### config.mk
export PLATFORM = sky130hd
export DESIGN_NAME = tgt_addr_match
export DESIGN_NICKNAME = d
export VERILOG_FILES = /design/src/rtl/tam_pkg.sv /design/src/rtl/tam_datapath.sv /design/src/rtl/tam_ctrl.sv /design/src/rtl/tgt_addr_match.sv
export SDC_FILE = /design/constraint.sdc
export NUM_CORES = 1
export LEC_CHECK = 0
export ABC_AREA = 1
export BUFFER_PORTS_ARGS = -buffer_cell sky130_fd_sc_hd__buf_2
export CAP_MARGIN = 20
export CORE_UTILIZATION = 30
export CTS_CLUSTER_DIAMETER = 30
export CTS_CLUSTER_SIZE = 24
export DETAILED_ROUTE_END_ITERATION = 16
export PLACE_DENSITY = 0.67
export SLEW_MARGIN = 20
export SYNTH_ARGS = -nofsm -noshare
export SYNTH_HDL_FRONTEND = slang
export SYNTH_SLANG_ARGS = --single-unit
### constraint.sdc
create_clock -name clk -period 2 [get_ports clk]
set_clock_uncertainty 0.15 [all_clocks]
set_input_delay 0.2 -clock clk [delete_from_list [all_inputs] [get_ports clk]]
set_output_delay 0.2 -clock clk [all_outputs]
set_load 0.01 [all_outputs]
### src/rtl/tam_pkg.sv
package tam_pkg;
  localparam int KIND_W = 3;

  typedef enum logic [KIND_W-1:0] {
    KIND_NONE      = 3'd0,
    KIND_PRIMARY   = 3'd1,
    KIND_RANGE_REG = 3'd2,
    KIND_SECOND    = 3'd3,
    KIND_GENERAL   = 3'd4,
    KIND_ALERT     = 3'd5,
    KIND_WINDOW    = 3'd6
  } match_kind_e;

  localparam int NUM_SRC = 6;

  // Strobes from control to datapath
  typedef struct packed {
    logic capture;
    logic clearAddr;
  } ctrl_stb_t;
endpackage

### src/rtl/tam_datapath.sv
module tam_datapath
  import tam_pkg::*;
#(
  parameter int ADDR_W = 7,
  parameter logic [ADDR_W-1:0] GC_ADDR = '0,
  parameter logic [ADDR_W-1:0] ALERT_ADDR = 7'h0C
) (
  input  logic                clk,
  input  logic                rst_n,
  input  logic [ADDR_W:0]     rxByte,
  input  logic [ADDR_W-1:0]   primAddr,
  input  logic [ADDR_W-1:0]   rangeAddr,
  input  logic [ADDR_W-1:0]   secAddr,
  input  logic                gcEn,
  input  logic                secEn,
  input  logic                alertEn,
  input  logic                rangeEn,
  input  ctrl_stb_t           stb,
  output logic                hit,
  output logic                addressed,
  output logic                readDir,
  output logic [KIND_W-1:0]   matchKind
);
  logic [ADDR_W-1:0] callAddr;
  logic              rwBit;
  logic [NUM_SRC:1]  srcHit;
  logic [KIND_W-1:0] kindCode;

  assign callAddr = rxByte[ADDR_W:1];
  assign rwBit    = rxByte[0];

  always_comb begin
    srcHit = '0;
    srcHit[int'(KIND_PRIMARY)]   = (callAddr == primAddr);
    srcHit[int'(KIND_RANGE_REG)] = (rangeAddr != '0) && (callAddr == rangeAddr);
    srcHit[int'(KIND_SECOND)]    = secEn && (callAddr == secAddr);
    srcHit[int'(KIND_GENERAL)]   = gcEn && (callAddr == GC_ADDR) && !rwBit;
    srcHit[int'(KIND_ALERT)]     = alertEn && (callAddr == ALERT_ADDR);
    srcHit[int'(KIND_WINDOW)]    = rangeEn && (callAddr >= primAddr) && (callAddr <= rangeAddr);
  end

  // Lowest code wins: scan from the top down so the last assignment is the smallest
  always_comb begin
    kindCode = KIND_NONE;
    for (int k = NUM_SRC; k >= 1; k--) begin
      if (srcHit[k]) kindCode = KIND_W'(k);
    end
  end

  assign hit = |srcHit;

  always_ff @(posedge clk or negedge rst_n) begin
    if (!rst_n) begin
      addressed <= 1'b0;
      readDir   <= 1'b0;
      matchKind <= KIND_NONE;
    end else if (stb.capture) begin
      addressed <= hit;
      readDir   <= hit & rwBit;
      matchKind <= kindCode;
    end else if (stb.clearAddr) begin
      addressed <= 1'b0;
    end
  end
endmodule

### src/rtl/tam_ctrl.sv
module tam_ctrl
  import tam_pkg::*;
(
  input  logic      clk,
  input  logic      rst_n,
  input  logic      startSeen,
  input  logic      byteValid,
  input  logic      ctrlWrite,
  input  logic      hit,
  output ctrl_stb_t stb,
  output logic      ackReq,
  output logic      xferDone
);
  logic armed;
  logic takeByte;

  assign takeByte      = byteValid && armed && !startSeen;
  assign stb.capture   = takeByte;
  assign stb.clearAddr = ctrlWrite;

  always_ff @(posedge clk or negedge rst_n) begin
    if (!rst_n) begin
      armed    <= 1'b0;
      ackReq   <= 1'b0;
      xferDone <= 1'b0;
    end else begin
      ackReq <= takeByte && hit;
      if (startSeen) begin
        armed    <= 1'b1;
        xferDone <= 1'b0;
      end else begin
        if (takeByte) armed <= 1'b0;
        if (takeByte && hit) xferDone <= 1'b1;
      end
    end
  end
endmodule

### src/rtl/tgt_addr_match.sv
module tgt_addr_match
  import tam_pkg::*;
#(
  parameter int ADDR_W = 7,
  parameter logic [ADDR_W-1:0] GC_ADDR = '0,
  parameter logic [ADDR_W-1:0] ALERT_ADDR = 7'h0C
) (
  input  logic              clk,
  input  logic              rst_n,
  input  logic              startSeen,
  input  logic              byteValid,
  input  logic [ADDR_W:0]   rxByte,
  input  logic [ADDR_W-1:0] primAddr,
  input  logic [ADDR_W-1:0] rangeAddr,
  input  logic [ADDR_W-1:0] secAddr,
  input  logic              gcEn,
  input  logic              secEn,
  input  logic              alertEn,
  input  logic              rangeEn,
  input  logic              ctrlWrite,
  output logic              addressed,
  output logic              readDir,
  output logic [KIND_W-1:0] matchKind,
  output logic              ackReq,
  output logic              xferDone
);
  ctrl_stb_t stb;
  logic      hit;

  tam_ctrl u_ctrl (
    .clk(clk), .rst_n(rst_n), .startSeen(startSeen), .byteValid(byteValid),
    .ctrlWrite(ctrlWrite), .hit(hit), .stb(stb), .ackReq(ackReq), .xferDone(xferDone)
  );

  tam_datapath #(.ADDR_W(ADDR_W), .GC_ADDR(GC_ADDR), .ALERT_ADDR(ALERT_ADDR)) u_dp (
    .clk(clk), .rst_n(rst_n), .rxByte(rxByte), .primAddr(primAddr),
    .rangeAddr(rangeAddr), .secAddr(secAddr), .gcEn(gcEn), .secEn(secEn),
    .alertEn(alertEn), .rangeEn(rangeEn), .stb(stb), .hit(hit),
    .addressed(addressed), .readDir(readDir), .matchKind(matchKind)
  );
endmodule

### After elaboration in Yosys (flattened, before gate mapping)

Cells that the tools add are included.
Widths: inputs -> output; s select.

* memories: 0
* logic and storage cells: 43
* output and inout port bits: 7
* bits in read-only memories: 0
* RAM bits: 0
* register bits: 8
* bits in latches: 0
* bits of input ports: 38

* shift-type cells: 0
* reductions and logical operators: 18
* bitwise operators: 1
* $lt $le $gt $ge: 2
* equal/unequal tests: 4
* divide/modulo/power cells: 0
* mux-type cells: 12
* add/subtract/negate cells: 0
* multiply operators: 0

Operators with widths (number)
* $eq 7x7->1: 3
* $mux 3: 6
* $logic_and 1x1->1: 10
* $eq 7x4->1 const B: 1
* $ge 7x7->1: 1
* $le 7x7->1: 1
* $logic_not 7->1: 1
* $reduce_bool 7->1: 1
* $mux 1: 6
* $reduce_bool 2->1: 3
* $reduce_or 6->1: 1
* $logic_not 1->1: 2
* $and 1x1->1: 1

### Logic depth before layout (Yosys ltp)

Gate-level depths: netlist of the first run.

* depth after elaboration: 9
* depth in mapped cells: 12
* depth with buffers taken out: 12

### Modules after synthesis

From an unflattened synthesis of the first run, not the netlist that was laid out.

* cell total of the unflattened synthesis: 158
* area total of the unflattened synthesis: 994.7 sq um

By module, submodules not included
* tam_datapath: area each 867.1 sq um, times used 1, cells each 144, seq. area each 125.1 sq um
* tam_ctrl: area each 127.6 sq um, times used 1, cells each 14, seq. area each 75.1 sq um

### Worst setup path after synthesis of the first run

No wires, ideal clock.

* path kind: input port to flip-flop
* from: in rangeAddr[6]
* to: reg u_ctrl.xferDone
* stages on the path: 11
* buffers on the path: 0
* required time: 1.785 ns
* path slack: 0.497 ns
* arrival: 1.288 ns
* library setup time: 0.065 ns
* path through: inv_1 -> ha_1 -> nand2_2 -> nor2_4 -> nand3_2 -> or2_1 -> nand2_2 -> nor2_2 -> nand3_2 -> nand2_2 -> nand2_1

* word-level cells in the longest chain between the ends: 5
* elaborated cells between the ends (all ways): 8
* classes of those cells: order compare: 1; eq/ne: 1; reduce/logical: 6

RTL lines
* start, declared: line tgt_addr_match.sv:14 `input logic [ADDR_W-1:0] rangeAddr,`
* $le 7x7->1 (tied with other cells): line tam_datapath.sv:39 `srcHit[int'(KIND_WINDOW)] = rangeEn && (callAddr >= primAddr) && (callAddr <= rangeAddr);`
* $logic_and 1x1->1 (on tied branches): line tam_datapath.sv:39, tam_datapath.sv:35
* $reduce_or 6->1 (*): line tam_datapath.sv:50 `assign hit = |srcHit;`
* $logic_and 1x1->1 (*): line tam_ctrl.sv:33 `if (takeByte && hit) xferDone <= 1'b1;`
* $reduce_bool 2->1 (no line) (*)
* end signal, assigned: line tam_ctrl.sv:25 `xferDone <= 1'b0;`
* end signal, assigned: line tam_ctrl.sv:30 `xferDone <= 1'b0;`
* end signal, assigned: line tam_ctrl.sv:33
* end, declared: line tam_ctrl.sv:12 `output logic xferDone`

Mark *: on every way between the ends. The rest lies on a longest branch, timed or not.
A chain may end at the register's enable or synchronous reset.

### Worst setup path after layout of the first run

* from: in rxByte[7]
* to: reg u_ctrl.xferDone

* word-level cells in the longest chain between the ends: 6
* elaborated cells between the ends (all ways): 17
* classes of those cells: order compare: 2; eq/ne: 4; reduce/logical: 11

RTL lines
* start, declared: line tgt_addr_match.sv:12 `input logic [ADDR_W:0] rxByte,`
* $ge 7x7->1 / $logic_not 7->1 (equally long branches): line tam_datapath.sv:39, tam_datapath.sv:37
* $logic_and 1x1->1 (on tied branches) (2 in series): line tam_datapath.sv:39, tam_datapath.sv:37
* $reduce_or 6->1 (*): line tam_datapath.sv:50
* $logic_and 1x1->1 (*): line tam_ctrl.sv:33
* $reduce_bool 2->1 (no line) (*)

Marked as above.

==> results of run 1 <==
## cells by family (layout without fill, tap and decap cells)
family / after synthesis / after routing / synth area share [%]
adders and majority gates: 14 / 14 / 18.1
and+or+nand+nor: 84 / 84 / 38.7
AOI/OAI and AO/OA: 11 / 11 / 5.94
DFF: 8 / 8 / 20.6
buffers and inverters: 43 / 92 / 16.6
## stage by stage
step	instance area [um^2]	instances	total power (uW)	hold WS [ps]
detailed placement	1240	248	383	-103
floorplan	970	160	301	-246
global placement	1240	248	381	-101
finish	1290	253	501	17.7
global route	1290	253	556	44.3
CTS	1290	253	511	11.1
## path summary, 6_finish.rpt
path                                          end  slack, ps
worst min-delay path                 u_ctrl.armed         20
worst max-delay path              u_ctrl.xferDone        550
worst max register to register    u_ctrl.xferDone        840
min in group asynchronous            u_ctrl.armed        170
max in group asynchronous       u_dp.matchKind[2]       1360
worst min register to register  u_dp.matchKind[2]        330
## synthesized netlist by cell type
cell,number
nor3_1,1
nand3_1,8
o21ai_0,4
nand2_1,48
nor2_1,14
a21o_1,1
a21oi_1,6
nand3_2,3
nand4_1,3
nor2_2,1
or2_1,1
ha_1,14
nor2_4,1
nand2_2,4
inv_1,43
dfrtp_1,8
## power by group through the flow
stage                     combinational (uW)  clock (uW)  sequential [uW]
after floorplan                          108           0              192
final                                    197         120              184
after detailed placement                 197           0              186
after global routing                     232         138              186
after global placement                   195           0              186
after CTS                                200         127              184
## per-layer routing
layer / wire (um) / GRT usage, % / share of wire (%) / vias to the layer above
li1: - / - / - / 581
met2: 958 / 25.0 / 44 / 24
met3: 99 / 3.30 / 4.6 / 0
met4: 0 / 2.04 / 0 / 0
met5: 0 / 0 / 0 / -
met1: 1100 / 19.0 / 51 / 448
## flip-flops by register name, summed over array words and instances, names as in the netlist
register and flops:
u_ctrl.ackReq 1, u_ctrl.armed 1, u_ctrl.xferDone 1, u_dp.addressed 1, u_dp.matchKind 3, u_dp.readDir 1
## critical path: cells and delay by family
kind	cells	cell delay, ps
buf+inv	1	130
simple gates	9	850
fa+ha+maj	1	310
## cell type report
class                   count  area share (%)
well taps                  44            4.28
clock buffers               3            1.75
inverters                  43            12.5
multi-input cells         109            47.2
repair buffers             46            18.7
flip-flops and latches      8            15.5
==> flow_summary_export.csv, run 1 <==
group,metric,value,unit
outcome,status,"finished, final reports clean",
clocking,insertion_delay,250,ps
critical_path,cp.arrival,1490,ps
cells_and_area,final_common_cell,"nand2_1",
cells_and_area,final-seq-area,200,um^2
power_and_ir_drop,power_density,389,nW/um^2
power_and_ir_drop,clkPwrFrac,23.9,%
placement,post-place-ws,277,ps
floorplan,start_util,31.8,%
detailed_routing,ant_nets,0,
timing,post-route-min-period,1450,ps
floorplan,rows,20,
logic_synthesis,synthCells,160,
global_route,grt_pass1_wl,3910,um
floorplan,dieArea,3460,um^2
cells_and_area,area_growth,32.8,%
placement,dpl.hpwl,1920,um
detailed_routing,vias,1053,
global_route,antenna_found_initial,0,
critical_path,cp.required,2030,ps
worst_hold_path,hp-class,"primary input to flop",
detailed_routing,drt_wl_total,2160,um
critical_path,startpoint,"rxByte[7]",
detailed_routing,first_pass_iters,4,
logic_synthesis,yosysUniqueCellTypes,16,
logic_synthesis,synth_top_area_cell,"dfrtp_1",
floorplan,die_w,58.9,um
detailed_routing,drt_iter0_drc,30,
clocking,path_clk_slew,50,ps
power_and_ir_drop,ir_drop,173,uV
timing,fin_crit_sh,72.7,%
timing,tns,0,ps
critical_path,reg2reg_from,"u_ctrl.armed",
clocking,cts_tree,"done",
global_route,grt_max_degree,9,
power_and_ir_drop,seq_power_share,36.7,%
logic_synthesis,syn_area_per_cell,6.06,um^2
timing,setup_ws,546,ps
clocking,cts.sink_count,8,
clocking,cts_hold_buf,2,
clocking,cts-htree-levels,1,
timing,rsz0062_at_grt,"no",
logic_synthesis,synthTopCellsByArea,"dfrtp_1 (21%), nand2_1 (19%), ha_1 (18%)",
critical_path,slowest_stage,"ha_1",
critical_path,cp_max_fo,5,
detailed_routing,viasPerCell,4.16,
cells_and_area,layout_common_cells,"nand2_1 (48), buf_2 (44), inv_1 (43)",
logic_synthesis,synth_top_area_share,20.6,%
timing,drv_slew,0,
cells_and_area,nFillCells,347,
clocking,cts_setup_buffers,0,
timing,setup_viol,0,
logic_synthesis,synth.yosys.seq_area_share,20.6,%
cells_and_area,multiInputGateArea,608,um^2
job,maxCapViolCount,0,
critical_path,cp-end-kind,"flop",
critical_path,worstSetupPathType,"primary input to flop",
critical_path,cp_slowest_stage_delay,310,ps
cells_and_area,final_nets,263,
cells_and_area,n_antenna_cell,0,
detailed_routing,drc,0,
power_and_ir_drop,p_int,333,uW
global_route,grt_overflow,0,
placement,place.gp.congestion,0.860,
clocking,cts-resized-gates,0,
clocking,cts-root-buf,"clkbuf_4",
timing,clock.fmax,688,MHz
worst_hold_path,holdPathStages,3,
logic_synthesis,yosys_warnings,0,
timing,worstMarginPinSlew,214,ps
critical_path,crit_chain,"buf_2, ha_1, nand2_2, nor2_4, nand3_2, or2_1, nand2_2, nor2_2, nand3_2, nand2_2, nand2_1",
logic_synthesis,syn_area,970,um^2
clocking,cts_max_path_buffers,2,
logic_synthesis,syn_nets,212,
power_and_ir_drop,p_sw,167,uW
timing,finalHoldViolations,0,
cells_and_area,drive_above_1_share,26.8,%
logic_synthesis,ys_seq_elements,8,
global_route,grt_usage,14.5,%
global_route,first_global_vias,1009,
worst_hold_path,min_from,"startSeen",
power_and_ir_drop,combPwrFrac,39.4,%
timing,slew_headroom,85.7,%
critical_path,rr_worst_depth,4,
placement,portBuffers,44,
floorplan,fp.dieH,58.9,um
critical_path,crit_top_cell,"nand2_2",
clocking,cts_made_buffers,3,
floorplan,core-area,3050,um^2
cells_and_area,fin_util,42.2,%
critical_path,cp-start-kind,"primary input",
detailed_routing,avgRoutedWirePerCell,8.55,um
floorplan,ioPinCount,45,
power_and_ir_drop,p_leak,0.000877,uW
power_and_ir_drop,switching_share,33.4,%
No activity file was read; power rests on OpenSTA's default activity.
==> run 2, diff against run 1 <==
- ABC_AREA: 1 -> 0
- PLACE_DENSITY: 0.67 -> 0.68
- clock period: 2 -> 1.4 ns (I/O delays scaled with it)
==> flow_summary_export.csv, run 2 <==
group,metric,value,unit
cells_and_area,n_antenna_cell,0,
timing,setup_viol,7,
logic_synthesis,ys_seq_elements,8,
outcome,violations,"negative setup slack",
global_route,grt_pass1_wl,4530,um
timing,worstMarginPinSlew,366,ps
floorplan,core-area,2760,um^2
floorplan,die_w,55.8,um
worst_hold_path,min_from,"rangeEn",
timing,tns,-509,ps
timing,fin_crit_sh,109,%
timing,post-route-min-period,1530,ps
logic_synthesis,synth_top_family_by_area,"simple AND/OR/NAND/NOR gates",
critical_path,cp-end-kind,"flop",
critical_path,reg2reg_slack,30,ps
floorplan,rows,19,
logic_synthesis,syn_nets,157,
detailed_routing,first_pass_iters,4,
logic_synthesis,synth_top_area_cell,"dfrtp_1",
logic_synthesis,synthMuxAreaShare,1.15,%
cells_and_area,final_nets,230,
clocking,cts-htree-levels,1,
clocking,cts_made_buffers,3,
floorplan,dieArea,3110,um^2
global_route,grt_overflow,0,
critical_path,crit_chain,"buf_6, or4_4, nor4_4, o21bai_4, or3_1, o21ai_1",
placement,place.gp.congestion,0.823,
logic_synthesis,async_flop_share,100,%
logic_synthesis,synth-edff-count,0,
critical_path,rr_worst_depth,3,
worst_hold_path,holdPathStages,3,
global_route,antenna_found_initial,0,
logic_synthesis,synth_top_area_share,23.1,%
critical_path,cp.required,1430,ps
detailed_routing,drt_wl_total,2860,um
timing,timing.hold.ws,67.5,ps
logic_synthesis,synth_compound_area_share,16.6,%
worst_hold_path,hp-class,"primary input to flop",
job,maxCapViolCount,0,
critical_path,cp_max_fo,3,
logic_synthesis,synth.yosys.seq_area_share,23.1,%
cells_and_area,layout_common_cells,"buf_2 (34), buf_4 (23), inv_1 (12)",
floorplan,start_util,31.5,%
logic_synthesis,yosys_warnings,0,
outcome,status,"complete, but fails checks",
cells_and_area,largest_register_ffs,3,
placement,dpl.hpwl,2100,um
timing,finalHoldViolations,0,
logic_synthesis,synth_ff_type,"dfrtp_1",
detailed_routing,viasPerCell,5.11,
timing,rsz0062_at_grt,"yes",
detailed_routing,drc,0,
detailed_routing,vias,1058,
detailed_routing,drt_iter0_drc,33,
global_route,grt_max_degree,9,
power_and_ir_drop,power.total,858,uW
clocking,path_clk_slew,50,ps
power_and_ir_drop,power_density,526,nW/um^2
detailed_routing,avgRoutedWirePerCell,13.8,um
logic_synthesis,synth-simple-area-share,25.1,%
global_route,first_global_vias,1048,
critical_path,worstSetupPathType,"primary input to flop",
timing,clock.fmax,655,MHz
worst_hold_path,hold_end,"u_dp.matchKind[1]",
logic_synthesis,synthAdderAreaFrac,20.2,%
critical_path,cp_slowest_stage_delay,540,ps
critical_path,cp-start-kind,"primary input",
timing,setup_ws,-126,ps
floorplan,ioPinCount,45,
global_route,grt_usage,18.1,%
floorplan,fp.dieH,55.8,um
logic_synthesis,synthTopCellsByArea,"dfrtp_1 (23%), ha_1 (20%), xnor2_1 (7.1%)",
detailed_routing,ant_nets,0,
clocking,cts_max_path_buffers,2,
cells_and_area,area_growth,87.8,%
critical_path,cp_top_family,"simple AND/OR/NAND/NOR gates",
logic_synthesis,synthXorXnorAreaFrac,7.06,%
logic_synthesis,syn_area_per_cell,8.27,um^2
placement,portBuffers,44,
clocking,cts.sink_count,8,
clocking,cts_tree,"done",
timing,slew_headroom,75.4,%
clocking,cts-root-buf,"clkbuf_4",
critical_path,cp.arrival,1550,ps
logic_synthesis,synth_common_cells,"inv_1 (16), ha_1 (14), a21oi_1 (12)",
critical_path,rr_endpoint,"u_dp.matchKind[2]",
critical_path,slowest_stage,"or4_4",
cells_and_area,final_common_cell,"buf_2",
cells_and_area,fin_util,59.1,%
clocking,insertion_delay,240,ps
logic_synthesis,syn_area,868,um^2
power_and_ir_drop,p_leak,0.000763,uW
cells_and_area,top_register,"u_dp.matchKind",
power_and_ir_drop,ir_drop,510,uV
logic_synthesis,synth.most_common_cell,"inv_1",
logic_synthesis,synthCells,105,
timing,drv_slew,0,
cells_and_area,drive_above_1_share,59.1,%
critical_path,reg2reg_from,"u_ctrl.armed",
critical_path,path_buf_inv,1,
logic_synthesis,yosysUniqueCellTypes,28,
==> run 2: how the worst max path moves through the flow <==
stage,from,endpoint,slack (ps),cells past startpoint
floorplan,primAddr[5],u_dp.matchKind[2],-200,7
detailed placement,rxByte[1],u_ctrl.ackReq,-440,8
global placement,rxByte[1],u_ctrl.ackReq,-420,8
CTS,rxByte[4],u_dp.matchKind[2],-90,7
global route,rangeAddr[0],u_dp.matchKind[2],-190,6
finish,rangeAddr[0],u_dp.matchKind[2],-130,6
==> run 2: per-stage QoR <==
step / area (um^2) / worst slack, ps / std cells
after floorplan: 875 / -203 / 105
after global placement: 1270 / -422 / 198
after detailed placement: 1270 / -444 / 198
after CTS: 1430 / -92.2 / 206
final: 1630 / -126 / 207
after global routing: 1630 / -188 / 207
==> run 2: area by class of cell <==
type / count / area (um^2)
Clock buffer: 3 / 22.5
Fill cell: 246 / 1130
Inverter: 16 / 65.1
Multi-Input combinational cell: 81 / 836
Sequential cell: 8 / 200
Tap cell: 31 / 38.8
Timing Repair Buffer: 68 / 468
==> run 2: where the power goes <==
group | switching [uW] | total [uW] | internal [uW]
logic | 198 | 424 | 226
registers | 12.3 | 267 | 255
clock network | 69.8 | 167 | 97.5
total | 280 | 858 | 578
==> run 2: logic make-up after synthesis <==
| kind of cell | Yosys count |
|---|---|
| adder cells (fa/ha/maj) | 14 |
| buffers and inverters | 16 |
| AND/OR/NAND/NOR | 35 |
| XOR/XNOR | 7 |
| multiplexers | 1 |
| flip-flops | 8 |
| AO/OA/AOI/OAI | 24 |
==> run 2: timing repair <==
action                     4_1_cts  5_1_grt
gates cloned                     0        0
pin swaps                        9       13
setup endpoints to repair        6        7
hold buffers                     2        0
buffers inserted                 3        1
hold endpoints to repair         9        0
resized for setup               12       43
==> run 2: metal layers <==
layer / track usage (%) / wire length (um) / up-vias
met5: 0 / 0 / -
met4: 5.36 / 33 / 0
met3: 1.63 / 137 / 4
met2: 33.6 / 1580 / 38
met1: 21.9 / 1120 / 483
li1: - / - / 533
==> run 2: worst register-to-register path, delay by kind of cell (launching register included) <==
family	cells	cell delay (ps)
AND/OR/NAND/NOR	2	670
flip-flops	1	370
AO/OA/AOI/OAI	1	110
==> run 3, diff against run 2 <==
- PLACE_DENSITY: 0.68 -> default
==> flow_summary_export.csv, run 3 (synthesized netlist as in run 2, its figures left out) <==
group,metric,value,unit
timing,clock.fmax,629,MHz
critical_path,cp-start-kind,"primary input",
timing,post-route-min-period,1590,ps
cells_and_area,largest_register_ffs,3,
cells_and_area,top_register,"u_dp.matchKind",
outcome,violations,"negative setup slack",
detailed_routing,drc,0,
power_and_ir_drop,power.total,831,uW
critical_path,crit_chain,"buf_8, or4_4, nor4_4, o21bai_4, nor4_4, a21oi_2",
outcome,status,"complete, but fails checks",
floorplan,dieArea,3110,um^2
floorplan,die_w,55.8,um
clocking,cts-root-buf,"clkbuf_4",
power_and_ir_drop,combPwrFrac,47.6,%
cells_and_area,final_common_cell,"buf_2",
clocking,cts_made_buffers,3,
detailed_routing,vias,1052,
clocking,insertion_delay,240,ps
critical_path,worstSetupPathType,"primary input to flop",
power_and_ir_drop,power_density,522,nW/um^2
floorplan,core-area,2760,um^2
power_and_ir_drop,p_leak,0.000761,uW
timing,rsz0062_at_grt,"yes",
critical_path,cp.arrival,1570,ps
cells_and_area,area_growth,83.4,%
cells_and_area,n_antenna_cell,0,
cells_and_area,layout_common_cells,"buf_2 (36), buf_4 (20), inv_1 (12)",
power_and_ir_drop,ir_drop,443,uV
critical_path,cp-end-kind,"flop",
cells_and_area,final-seq-area,200,um^2
timing,tns,-963,ps
global_route,grt_usage,18.1,%
timing,slew_headroom,75.6,%
timing,drv_slew,0,
global_route,grt_max_degree,9,
floorplan,fp.dieH,55.8,um
critical_path,slowest_stage,"or4_4",
global_route,grt_pass1_wl,4490,um
clocking,path_clk_slew,50,ps
worst_hold_path,hp-class,"primary input to flop",
cells_and_area,final_nets,231,
critical_path,cp_max_fo,3,
placement,dpl.hpwl,2170,um
critical_path,cp.required,1380,ps
power_and_ir_drop,p_int,562,uW
floorplan,ioPinCount,45,
floorplan,rows,19,
placement,portBuffers,44,
timing,fin_crit_sh,114,%
cells_and_area,nFillCells,248,
critical_path,path_buf_inv,1,
power_and_ir_drop,clkPwrFrac,20.2,%
timing,worstMarginPinSlew,363,ps
detailed_routing,drt_wl_total,2740,um
detailed_routing,first_pass_iters,4,
global_route,first_global_vias,1055,
job,maxCapViolCount,0,
cells_and_area,drive_above_1_share,55.9,%
clocking,cts_tree,"done",
critical_path,cp_top_family,"simple AND/OR/NAND/NOR gates",
detailed_routing,drt_iter0_drc,21,
critical_path,crit_top_cell,"nor4_4",
clocking,cts-htree-levels,1,
cells_and_area,multiInputGateArea,795,um^2
power_and_ir_drop,p_sw,268,uW
global_route,grt_overflow,0,
timing,setup_ws,-190,ps
timing,finalHoldViolations,0,
detailed_routing,avgRoutedWirePerCell,13.2,um
critical_path,cp_slowest_stage_delay,530,ps
cells_and_area,design_area,1590,um^2
clocking,cts.sink_count,8,
clocking,cts_max_path_buffers,2,
global_route,antenna_found_initial,0,
power_and_ir_drop,seq_power_share,32.2,%
detailed_routing,ant_nets,0,
placement,place.gp.congestion,0.823,
placement,placed_cell_area,1260,um^2
floorplan,start_util,31.5,%
timing,setup_viol,7,
detailed_routing,viasPerCell,5.06,
power_and_ir_drop,switching_share,32.3,%
run 3: worst register-to-register path: cells and delay by family, from the launching register on:
family | cells | cell delay [ps]
compound gates | 1 | 90
flops | 1 | 370
simple gates | 2 | 660
run 3: layout make-up:
class / instances / share of cell area, %
multi-input combinational: 81 / 49.9
sequential: 8 / 12.6
clock buffer: 3 / 1.41
timing repair buffer: 69 / 29.9
inverter: 16 / 3.77
tap: 31 / 2.44
run 3: through the flow:
step	hold slack, ps	util, %	std cells	setup WS [ps]
floorplan	-306	-	105	-203
global placement	-164	45.7	197	-401
detailed placement	-158	45.7	197	-407
CTS	55.2	52.0	206	-115
global route	59.3	57.8	208	-206
finish	64.7	57.8	208	-190
run 3: timing repair:
item                                    4_1_cts  5_1_grt
pin swaps                                     9       11
gates resized for setup                      16       29
endpoints found under the setup margin        6        7
buffers inserted                              3        2
hold endpoints to repair                      9        0
hold buffers                                  3        0
run 3: layer usage:
metal  vias to the layer above  global-route usage, %  wire [um]
met4                         0                   5.71         48
met2                        48                   36.1       1500
met1                       469                   19.0       1030
li1                        531                      -          -
met3                         4                   2.56        164
met5                         -                      0          0
run 3: worst paths after layout:
path	start	to	slack, ps	depth (start not counted)
max	rangeAddr[0]	u_dp.addressed	-190	6
min	rangeEn	u_dp.matchKind[1]	60	3
max reg2reg	u_ctrl.armed	u_dp.addressed	10	3
min reg2reg	u_dp.matchKind[1]	u_dp.matchKind[1]	350	2
max in group asynchronous	rst_n	u_ctrl.xferDone	820	2
min in group asynchronous	rst_n	u_ctrl.armed	120	2
run 3: power by group through the flow:
stage                     logic (uW)  clock network (uW)  registers (uW)
after floorplan                  136                   0             280
after global placement           302                   0             269
after detailed placement         310                   0             271
after CTS                        352                 176             268
after global routing             439                 194             269
final                            396                 168             267
